[config.mk]
export PLATFORM = sky130hd
export DESIGN_NAME = clu_seq
export DESIGN_NICKNAME = d
export VERILOG_FILES = /design/src/rtl/clu_seq_pkg.sv /design/src/rtl/clu_track.sv /design/src/rtl/clu_rsp_gate.sv /design/src/rtl/clu_seq.sv
export SDC_FILE = /design/constraint.sdc
export NUM_CORES = 1
export LEC_CHECK = 0
export BUFFER_PORTS_ARGS = -buffer_cell sky130_fd_sc_hd__buf_2
export CORE_AREA = 4 4 41 43
export DETAILED_ROUTE_END_ITERATION = 6
export DIE_AREA = 0 0 45 47
export PLACE_DENSITY_LB_ADDON = 0.3
export SKIP_LAST_GASP = 1
export SLEW_MARGIN = 10
export SYNTH_ARGS = -nofsm -noshare
export SYNTH_HDL_FRONTEND = slang
export SYNTH_SLANG_ARGS = --single-unit
[constraint.sdc]
create_clock -name clk -period 1.8 [get_ports clk]
set_input_delay 0 -clock clk [delete_from_list [all_inputs] [get_ports clk]]
set_output_delay 0 -clock clk [all_outputs]
set_load 0.05 [all_outputs]
[src/rtl/clu_seq_pkg.sv]
package clu_seq_pkg;
   typedef enum logic [1:0] {
      RQ_READ   = 2'd0,
      RQ_WRITE  = 2'd1,
      RQ_NULLWR = 2'd2,
      RQ_UPDATE = 2'd3
   } rq_kind_e;

   typedef struct packed {
      logic open;
      logic wr_owed;
      logic nul_owed;
      logic pu_exp;
      logic pu_live;
   } clu_state_t;
endpackage

[src/rtl/clu_track.sv]
module clu_track
   import clu_seq_pkg::*;
#(
   parameter int PUPD_SUPPORT = 1
) (
   input  logic       clk,
   input  logic       rst_n,
   input  logic       cfg_pupd_en,
   input  logic       req_valid,
   input  rq_kind_e   req_kind,
   input  logic       req_wfw,
   input  logic       ext_done,
   input  logic       ext_clean,
   input  logic       close,
   output clu_state_t st,
   output logic       complete
);
   localparam bit PU_ON = (PUPD_SUPPORT != 0);

   if (PUPD_SUPPORT != 0 && PUPD_SUPPORT != 1) begin : g_bad_pu
      $error("PUPD_SUPPORT must be 0 or 1");
   end

   clu_state_t st_q, st_d;
   logic       is_rd, is_wr, is_nw, is_up;

   always_comb begin
      is_rd = req_valid && (req_kind == RQ_READ);
      is_wr = req_valid && (req_kind == RQ_WRITE);
      is_nw = req_valid && (req_kind == RQ_NULLWR);
      is_up = req_valid && (req_kind == RQ_UPDATE);
   end

   always_comb begin
      st_d = st_q;
      if (!st_q.open) begin
         if (is_rd) begin
            st_d.open     = 1'b1;
            st_d.wr_owed  = req_wfw;
            st_d.nul_owed = 1'b0;
            st_d.pu_exp   = PU_ON && cfg_pupd_en;
            st_d.pu_live  = 1'b0;
         end
      end else if (close) begin
         st_d = '0;
      end else begin
         if (is_wr && st_q.wr_owed) st_d.wr_owed = 1'b0;
         if (ext_done && ext_clean && st_q.wr_owed && !is_wr) begin
            st_d.wr_owed  = 1'b0;
            st_d.nul_owed = 1'b1;
         end
         if (is_nw && st_q.nul_owed) st_d.nul_owed = 1'b0;
         if (is_up && PU_ON) begin
            st_d.pu_live = 1'b1;
            st_d.pu_exp  = 1'b0;
         end
      end
   end

   always_ff @(posedge clk) begin
      if (!rst_n) st_q <= '0;
      else        st_q <= st_d;
   end

   assign st       = st_q;
   assign complete = st_q.open && !st_q.wr_owed && !st_q.nul_owed && !st_q.pu_exp;

   AST_WFW_OPENS: assert property (@(posedge clk) disable iff (!rst_n)
      (is_rd && req_wfw && !st_q.open) |=> (st_q.open && st_q.wr_owed));
   AST_NULL_SOURCE: assert property (@(posedge clk) disable iff (!rst_n)
      $rose(st_q.nul_owed) |-> $past(ext_done && ext_clean));
   AST_LIVE_IN_CLUSTER: assert property (@(posedge clk) disable iff (!rst_n)
      st_q.pu_live |-> st_q.open);
   AST_IDLE_WRITE: assert property (@(posedge clk) disable iff (!rst_n)
      (!st_q.open && !is_rd) |=> !st_q.open);
endmodule

[src/rtl/clu_rsp_gate.sv]
module clu_rsp_gate #(
   parameter int VIOL_STICKY = 0
) (
   input  logic clk,
   input  logic rst_n,
   input  logic open,
   input  logic complete,
   input  logic rsp_beat,
   input  logic rsp_last,
   input  logic rsp_err,
   output logic close,
   output logic violation,
   output logic rd_done,
   output logic bus_err
);
   if (VIOL_STICKY != 0 && VIOL_STICKY != 1) begin : g_bad_vs
      $error("VIOL_STICKY must be 0 or 1");
   end

   logic take, refuse, err_acc;

   assign take   = rsp_beat && complete;
   assign refuse = rsp_beat && !complete;
   assign close  = take && rsp_last;

   always_ff @(posedge clk) begin
      if (!rst_n) begin
         rd_done <= 1'b0;
         bus_err <= 1'b0;
         err_acc <= 1'b0;
      end else begin
         rd_done <= close;
         bus_err <= close && (err_acc || rsp_err);
         if (close)                err_acc <= 1'b0;
         else if (take && rsp_err) err_acc <= 1'b1;
      end
   end

   if (VIOL_STICKY == 1) begin : g_sticky
      always_ff @(posedge clk) begin
         if (!rst_n)     violation <= 1'b0;
         else if (close) violation <= 1'b0;
         else if (refuse) violation <= 1'b1;
      end
   end else begin : g_pulse
      always_ff @(posedge clk) begin
         if (!rst_n) violation <= 1'b0;
         else        violation <= refuse;
      end
   end

   AST_DONE_AFTER_GRANT: assert property (@(posedge clk) disable iff (!rst_n)
      rd_done |-> $past(complete && rsp_beat));
   AST_ERR_WITH_DONE: assert property (@(posedge clk) disable iff (!rst_n)
      bus_err |-> rd_done);
   AST_DONE_CLOSES: assert property (@(posedge clk) disable iff (!rst_n)
      rd_done |-> !open);
endmodule

[src/rtl/clu_seq.sv]
module clu_seq
   import clu_seq_pkg::*;
#(
   parameter int PUPD_SUPPORT = 1,
   parameter int VIOL_STICKY  = 0
) (
   input  logic       clk,
   input  logic       rst_n,
   input  logic       cfg_pupd_en,
   input  logic       req_valid,
   input  logic [1:0] req_kind,
   input  logic       req_wfw,
   input  logic       ext_done,
   input  logic       ext_clean,
   input  logic       rsp_beat,
   input  logic       rsp_last,
   input  logic       rsp_err,
   output logic       rsp_grant,
   output logic       clu_open,
   output logic       write_owed,
   output logic       null_owed,
   output logic       pupd_expected,
   output logic       pupd_live,
   output logic       violation,
   output logic       rd_done,
   output logic       bus_err
);
   clu_state_t st;
   logic       complete, close;

   clu_track #(.PUPD_SUPPORT(PUPD_SUPPORT)) u_track (
      .clk(clk), .rst_n(rst_n), .cfg_pupd_en(cfg_pupd_en),
      .req_valid(req_valid), .req_kind(rq_kind_e'(req_kind)), .req_wfw(req_wfw),
      .ext_done(ext_done), .ext_clean(ext_clean), .close(close),
      .st(st), .complete(complete)
   );

   clu_rsp_gate #(.VIOL_STICKY(VIOL_STICKY)) u_gate (
      .clk(clk), .rst_n(rst_n), .open(st.open), .complete(complete),
      .rsp_beat(rsp_beat), .rsp_last(rsp_last), .rsp_err(rsp_err),
      .close(close), .violation(violation), .rd_done(rd_done), .bus_err(bus_err)
   );

   assign rsp_grant     = complete;
   assign clu_open      = st.open;
   assign write_owed    = st.wr_owed;
   assign null_owed     = st.nul_owed;
   assign pupd_expected = st.pu_exp;
   assign pupd_live     = st.pu_live;

   AST_REFUSED_STAYS: assert property (@(posedge clk) disable iff (!rst_n)
      (rsp_beat && clu_open && !rsp_grant) |=> clu_open);
   AST_GRANT_OPEN: assert property (@(posedge clk) disable iff (!rst_n)
      rsp_grant |-> clu_open);
endmodule

==> results of run 1 <==
==> placed cells by master (no fill, tap or decap), types with 2 or more instances in the layout <==
master / instances
buf_2: 20
dfxtp_1: 8
nand2_1: 6
inv_1: 4
a21oi_1: 3
o211ai_1: 3
clkbuf_4: 3
a31oi_1: 2
nand3_1: 2
==> flip-flops by register name, indices dropped and copies added (netlist names) <==
name,flops
u_gate.bus_err,1
u_gate.err_acc,1
u_gate.rd_done,1
u_gate.violation,1
u_track.st,5
==> per-layer routing <==
layer | up-vias | wire [um]
li1 | 218 | -
met1 | 203 | 404
met2 | 20 | 513
met3 | 0 | 114
met4 | 0 | 0
met5 | - | 0
==> final cells by class <==
class	instances	share of cell area (%)
multi-input cells	32	37.8
flip-flops and latches	9	32.1
inverters	4	2.65
well taps	15	3.32
clock buffers	4	4.65
repair buffers	21	19.5
==> cell families after synthesis <==
kind of cell / Yosys count / share of synthesized area [%]
DFF: 9 / 44.0
buffers and inverters: 4 / 3.67
and+or+nand+nor: 19 / 30.6
AOI/OAI and AO/OA: 13 / 21.7
==> timing repair <==
item | CTS | global route
hold buffers | 1 | 0
gates resized for setup | 0 | 0
buffers inserted | 0 | 0
hold endpoints to repair | 1 | 0
==> power breakdown <==
group | internal, mW | switching [mW]
logic | 0.0272 | 0.0535
registers | 0.206 | 0.00607
clock network | 0.0853 | 0.0687
==> tightest hold or removal path, cell delays in order <==
cell and delay, ns:
buf_2 0.09, a31oi_1 0.07, nor2_1 0.07
==> path summary, 6_finish.rpt <==
kind | startpoint | end | slack [ns] | cells past startpoint
max | u_track.st[3]$_SDFFE_PN0P_ | rsp_grant | 0.26 | 3
min | rsp_beat | u_gate.err_acc$_SDFFE_PP0P_ | 0.008 | 3
min reg2reg | u_gate.err_acc$_SDFFE_PP0P_ | u_gate.bus_err$_SDFF_PN0_ | 0.47 | 1
max reg2reg | u_track.st[3]$_SDFFE_PN0P_ | u_gate.err_acc$_SDFFE_PP0P_ | 0.42 | 3
==> flow_metrics.env, run 1 <==
export IMPL_worstHoldPathType="in2reg"
export IMPL_pre_cts_ws_ns=0.424
export IMPL_clk_pin_slew_ns=0.06
export IMPL_drtPass1Iterations=4
export IMPL_crit_path_leading_delay_family="simple AND/OR/NAND/NOR gates"
export IMPL_groute_layer_met1_usage_pct=12.0
export IMPL_cts_inserted_buffers=3
export IMPL_die_height_um=47
export IMPL_cts_sinks=9
export IMPL_yosys_cell_count_top_type="dfxtp_1"
export IMPL_run_status="finished, final reports clean"
export IMPL_initial_util_pct=31.4
export IMPL_antenna_found_initial=0
export IMPL_htree_num_levels=1
export IMPL_timing_max_cap_violations=0
export IMPL_worst_slew_pin_transition_ns=0.367
export IMPL_grt_met2_usage_pct=17.2
export IMPL_grt_pass1_vias=401
export IMPL_io_buffer_count=20
export IMPL_critical_setup_path_class="reg2out"
export IMPL_grt_usage_pct=10.9
export IMPL_finalHoldWorstSlack_ns=0.00781
export IMPL_tritoncts_clock_tree="built"
export IMPL_fp_dieArea_um2=2120
export IMPL_power_total_uw=447
export IMPL_final_antenna_net_count=0
export IMPL_synth_yosys_seq_area_share_pct=44.0
export IMPL_placeableCoreArea_um2=1300
export IMPL_dpl_hpwl_um=809
export IMPL_wl_per_cell_um=12.1
export IMPL_route_vias_total=441
export IMPL_grt_first_pass_wirelength_um=1650
export IMPL_cts_path_max_buffers=2
export IMPL_root_buf_cell="clkbuf_4"
export IMPL_crit_path_end_kind="output pin"
export IMPL_grt_busiest_layer="met2"
export IMPL_post_route_period_util_pct=85.8
export IMPL_die_w_um=45
export IMPL_setup_tns_final_ns=0
export IMPL_timing_final_crit_period_ns=1.54
export IMPL_vias_per_cell=5.19
export IMPL_maxSlewHeadroom_pct=75.5
export IMPL_top_level_i_o_count=21
export IMPL_layout_cell_area_non_filler_um2=566
export IMPL_finalWeightedCongestion=0.853
export IMPL_maximum_number_of_pins_on_one_net_before_global_route_repair=9
export IMPL_multi_input_comb_area_um2=214
export IMPL_report_final_hold_viol_count=0
export IMPL_first_iter_violations=7
export IMPL_timing_clock_skew_ns=0.00123
export IMPL_final_instance_count_excl_fill=85
export IMPL_ys_warn_count=0
export IMPL_synth_top_cells_by_area="dfxtp_1 (44%), nand2_1 (5.5%), o211ai_1 (5.5%)"
export IMPL_cp_cell_sequence="or4b_4 -> inv_1 -> buf_2"
export IMPL_ir_worst_vdd_uv=414
export IMPL_globalRouteMet3Util_pct=7.66
export IMPL_synthArstFlopShare_pct=0
export IMPL_synthDistinctLibCells=23
export IMPL_syn_inst=45
export IMPL_arrival_ns=1.54
export IMPL_postSynthRegisterBits=9
export IMPL_cp_data_required_time_ns=1.80
export IMPL_rsz0062_at_grt="false"
export IMPL_totalWireLength_um=1030
export IMPL_timing_fmax_mhz=647
export IMPL_timing_final_setup_violations=0
export IMPL_synth_fp_nets=57
export IMPL_cell_type_with_the_largest_total_area_after_synthesis="dfxtp_1"
export IMPL_syn2layout_area_growth_pct=38.2
export IMPL_max_stage_delay_ns=0.59
export IMPL_final_critical_path_setup_slack_ns=0.255
export IMPL_gr_ovfl_total=0
export IMPL_area_post_placement_um2=529
export IMPL_synthDominantCellAreaShare_pct=44.0
export IMPL_timing_critical_path_buf_inv=2
export IMPL_cp_max_fo=6
export IMPL_row_count=13
export IMPL_crit_slowest_cell="or4b_4"
export IMPL_clock_insertion_delay_worst_skew_ns=0.26
export IMPL_dp_cells=80
export IMPL_pwr_density_cell_nw_per_um2=790
export IMPL_synth_cell_area_um2=409
export IMPL_post_synth_edffs=0
export IMPL_post_synth_cell_area_avg_um2=9.09
export IMPL_worstSetupStartpointType="register"
export IMPL_report_final_slew_viol_count=0
export IMPL_leakagePower_nw=0.268
export IMPL_drc=0
export IMPL_seqCellArea_um2=181
export IMPL_diodes=0
export IMPL_synth_common_cells="dfxtp_1 (9), nand2_1 (6), inv_1 (4)"
export IMPL_final_core_utilization_pct=43.5
export IMPL_layout_filler_cells=134
export IMPL_fraction_of_final_layout_cells_with_drive_strength_greater_than_1_pct=40.0
export IMPL_final_nets=83
export IMPL_ys_dominant_reg_cell="dfxtp_1"
Note: power is estimated with default switching activity, not from simulation.
==> inputs of run 2 (changes only) <==
--- a/config.mk
+++ b/config.mk
@@ -5,11 +5,11 @@
 export SDC_FILE = /design/constraint.sdc
 export NUM_CORES = 1
 export LEC_CHECK = 0
+export ABC_AREA = 1
 export BUFFER_PORTS_ARGS = -buffer_cell sky130_fd_sc_hd__buf_2
 export CORE_AREA = 4 4 41 43
 export DETAILED_ROUTE_END_ITERATION = 6
 export DIE_AREA = 0 0 45 47
-export PLACE_DENSITY_LB_ADDON = 0.3
 export SKIP_LAST_GASP = 1
 export SLEW_MARGIN = 10
 export SYNTH_ARGS = -nofsm -noshare
==> flow_metrics.env, run 2 <==
export IMPL_pwr_density_cell_nw_per_um2=735
export IMPL_area_post_placement_um2=564
export IMPL_post_cts_resize_count=0
export IMPL_hold_end="u_gate.rd_done$_SDFF_PN0_"
export IMPL_diodes=0
export IMPL_cts_sinks=9
export IMPL_post_synth_edffs=0
export IMPL_critical_setup_path_class="reg2out"
export IMPL_cell_type_with_the_largest_total_area_after_synthesis="dfxtp_1"
export IMPL_post_route_period_util_pct=72.9
export IMPL_rsz0062_at_grt="false"
export IMPL_drc=0
export IMPL_worstRegToRegCells=9
export IMPL_max_stage_delay_ns=0.46
export IMPL_dpl_hpwl_um=780
export IMPL_grt_pass1_vias=424
export IMPL_rr_startpoint="u_track.st[4]$_SDFF_PN0_"
export IMPL_clk_pin_slew_ns=0.06
export IMPL_syn_inst=65
export IMPL_finalWeightedCongestion=0.724
export IMPL_tritoncts_clock_tree="built"
export IMPL_initial_util_pct=34.2
export IMPL_totalWireLength_um=1090
export IMPL_report_final_slew_viol_count=0
export IMPL_final_antenna_net_count=0
export IMPL_grt_first_pass_wirelength_um=1700
export IMPL_worst_slew_pin_transition_ns=0.254
export IMPL_io_buffer_count=20
export IMPL_run_status="finished, final reports clean"
export IMPL_setup_tns_final_ns=0
export IMPL_leakagePower_nw=0.335
export IMPL_timing_max_cap_violations=0
export IMPL_timing_fmax_mhz=762
export IMPL_root_buf_cell="clkbuf_4"
export IMPL_rr_endpoint="u_track.st[2]$_SDFFE_PN0P_"
export IMPL_arrival_ns=1.31
export IMPL_synth_fp_nets=77
export IMPL_synth_cell_area_um2=445
export IMPL_row_count=13
export IMPL_fp_dieArea_um2=2120
export IMPL_fraction_of_final_layout_cells_with_drive_strength_greater_than_1_pct=31.9
export IMPL_grt_usage_pct=12.1
export IMPL_timing_clock_skew_ns=0.00888
export IMPL_yosys_cell_count_top_type="nand2_1"
export IMPL_drtPass1Iterations=4
export IMPL_cts_inserted_buffers=3
export IMPL_final_nets=107
export IMPL_htree_num_levels=1
export IMPL_synthArstFlopShare_pct=0
export IMPL_die_w_um=45
export IMPL_timing_final_setup_violations=0
export IMPL_worstHoldPathType="in2reg"
export IMPL_layout_cell_area_non_filler_um2=641
export IMPL_first_iter_violations=6
export IMPL_critPathMostFrequentCell="inv_2"
export IMPL_report_final_hold_viol_count=0
export IMPL_timing_final_crit_period_ns=1.31
export IMPL_layout_filler_cells=135
export IMPL_postSynthRegisterBits=9
export IMPL_die_height_um=47
export IMPL_cp_max_fo=7
export IMPL_clock_insertion_delay_worst_skew_ns=0.27
export IMPL_whs_path_depth=3
export IMPL_worst_setup_path_startpoint="u_track.st[4]$_SDFF_PN0_"
export IMPL_worstSetupStartpointType="register"
export IMPL_vias_per_cell=4.62
export IMPL_largest_register_ff_count=5
export IMPL_worst_r2r_setup_slack_ns=0.60
export IMPL_maximum_number_of_pins_on_one_net_before_global_route_repair=8
export IMPL_route_vias_total=504
export IMPL_cts_path_max_buffers=2
export IMPL_syn2layout_area_growth_pct=43.8
export IMPL_hp_start="rsp_last"
export IMPL_ys_warn_count=0
export IMPL_cp_cell_sequence="inv_2 -> nor2_4 -> nand2_1 -> inv_2 -> buf_2"
export IMPL_layout_commonest_cell="buf_2"
export IMPL_antenna_found_initial=0
export IMPL_cp_data_required_time_ns=1.80
export IMPL_synthDominantCellAreaShare_pct=40.4
export IMPL_crit_path_end_kind="output pin"
export IMPL_synthDistinctLibCells=13
export IMPL_ir_worst_vdd_uv=432
export IMPL_synth_top_cells_by_area="dfxtp_1 (40%), nand2_1 (15%), nand3_1 (6.7%)"
export IMPL_gr_ovfl_total=0
export IMPL_maxSlewHeadroom_pct=83.0
export IMPL_top_level_i_o_count=21
export IMPL_synth_common_cells="nand2_1 (18), dfxtp_1 (9), inv_1 (8), nor2_1 (8), nand3_1 (6)"
export IMPL_most_frequent_cells_in_the_layout="buf_2 (20), nand2_1 (18), dfxtp_1 (9)"
export IMPL_post_synth_cell_area_avg_um2=6.85
export IMPL_ys_dominant_reg_cell="dfxtp_1"
export IMPL_synth_yosys_seq_area_share_pct=40.4
export IMPL_wl_per_cell_um=9.95
export IMPL_crit_slowest_cell="dfxtp_1"
export IMPL_placeableCoreArea_um2=1300
==> run 2: per-layer routing <==
| layer | track usage (%) | part of all wire, % | up-vias |
|---|---|---|---|
| met3 | 7.28 | 8.7 | 5 |
| met4 | 10.5 | 3.5 | 0 |
| met5 | 0 | 0 | - |
| met2 | 17.8 | 47 | 18 |
| li1 | - | - | 266 |
| met1 | 12.2 | 40 | 215 |
==> run 2: what timing repair did <==
item / CTS / global route
endpoints found under the hold margin: 6 / 0
hold buffers: 5 / 0
setup buffers: 0 / 0
==> run 2: worst max-delay path, delay by kind of cell (launching register included) <==
| family | cells | cell delay (ns) |
|---|---|---|
| buffers and inverters | 3 | 0.40 |
| DFF | 1 | 0.46 |
| and+or+nand+nor | 2 | 0.18 |
==> run 2: worst max-delay path by stage <==
stage	endpoint	cells after the start	slack (ns)
floorplan	u_gate.err_acc$_SDFFE_PP0P_	6	0.29
global placement	u_track.st[2]$_SDFFE_PN0P_	9	0.61
detailed placement	u_track.st[2]$_SDFFE_PN0P_	9	0.61
CTS	rsp_grant	5	0.47
global route	rsp_grant	5	0.38
finish	rsp_grant	5	0.49
==> run 2: where the power goes <==
| group | total, mW | internal [mW] | switching, mW |
|---|---|---|---|
| Sequential | 0.213 | 0.206 | 0.00716 |
| Clock | 0.161 | 0.0857 | 0.0753 |
| Combinational | 0.0968 | 0.0340 | 0.0628 |
| Total | 0.471 | 0.325 | 0.145 |
==> run 2: final cells by class <==
type,instances,area (um^2),share of cell area [%]
Clock buffer,4,26.3,4.10
Inverter,11,41.3,6.45
Multi-Input combinational cell,45,224,35.0
Sequential cell,9,180,28.1
Tap cell,15,18.8,2.93
Timing Repair Buffer,25,150,23.4
==> run 2: stage by stage <==
step	std cells	total power, mW	setup slack (ns)	util [%]	hold WS [ns]
floorplan	65	0.275	0.288	-	0.110
global placement	100	0.305	0.609	43.4	0.222
detailed placement	100	0.305	0.608	43.4	0.221
CTS	109	0.480	0.468	49.2	0.0485
global route	109	0.500	0.385	49.2	0.0596
finish	109	0.471	0.487	49.2	0.0575
==> run 2: cell families (layout without fill, tap and decap cells) <==
logic type | after synthesis | in the layout | share of synthesized area (%)
AO/OA/AOI/OAI | 6 | 6 | 7.30
AND/OR/NAND/NOR | 39 | 39 | 43.0
buffers and inverters | 11 | 40 | 9.27
flip-flops | 9 | 9 | 40.4
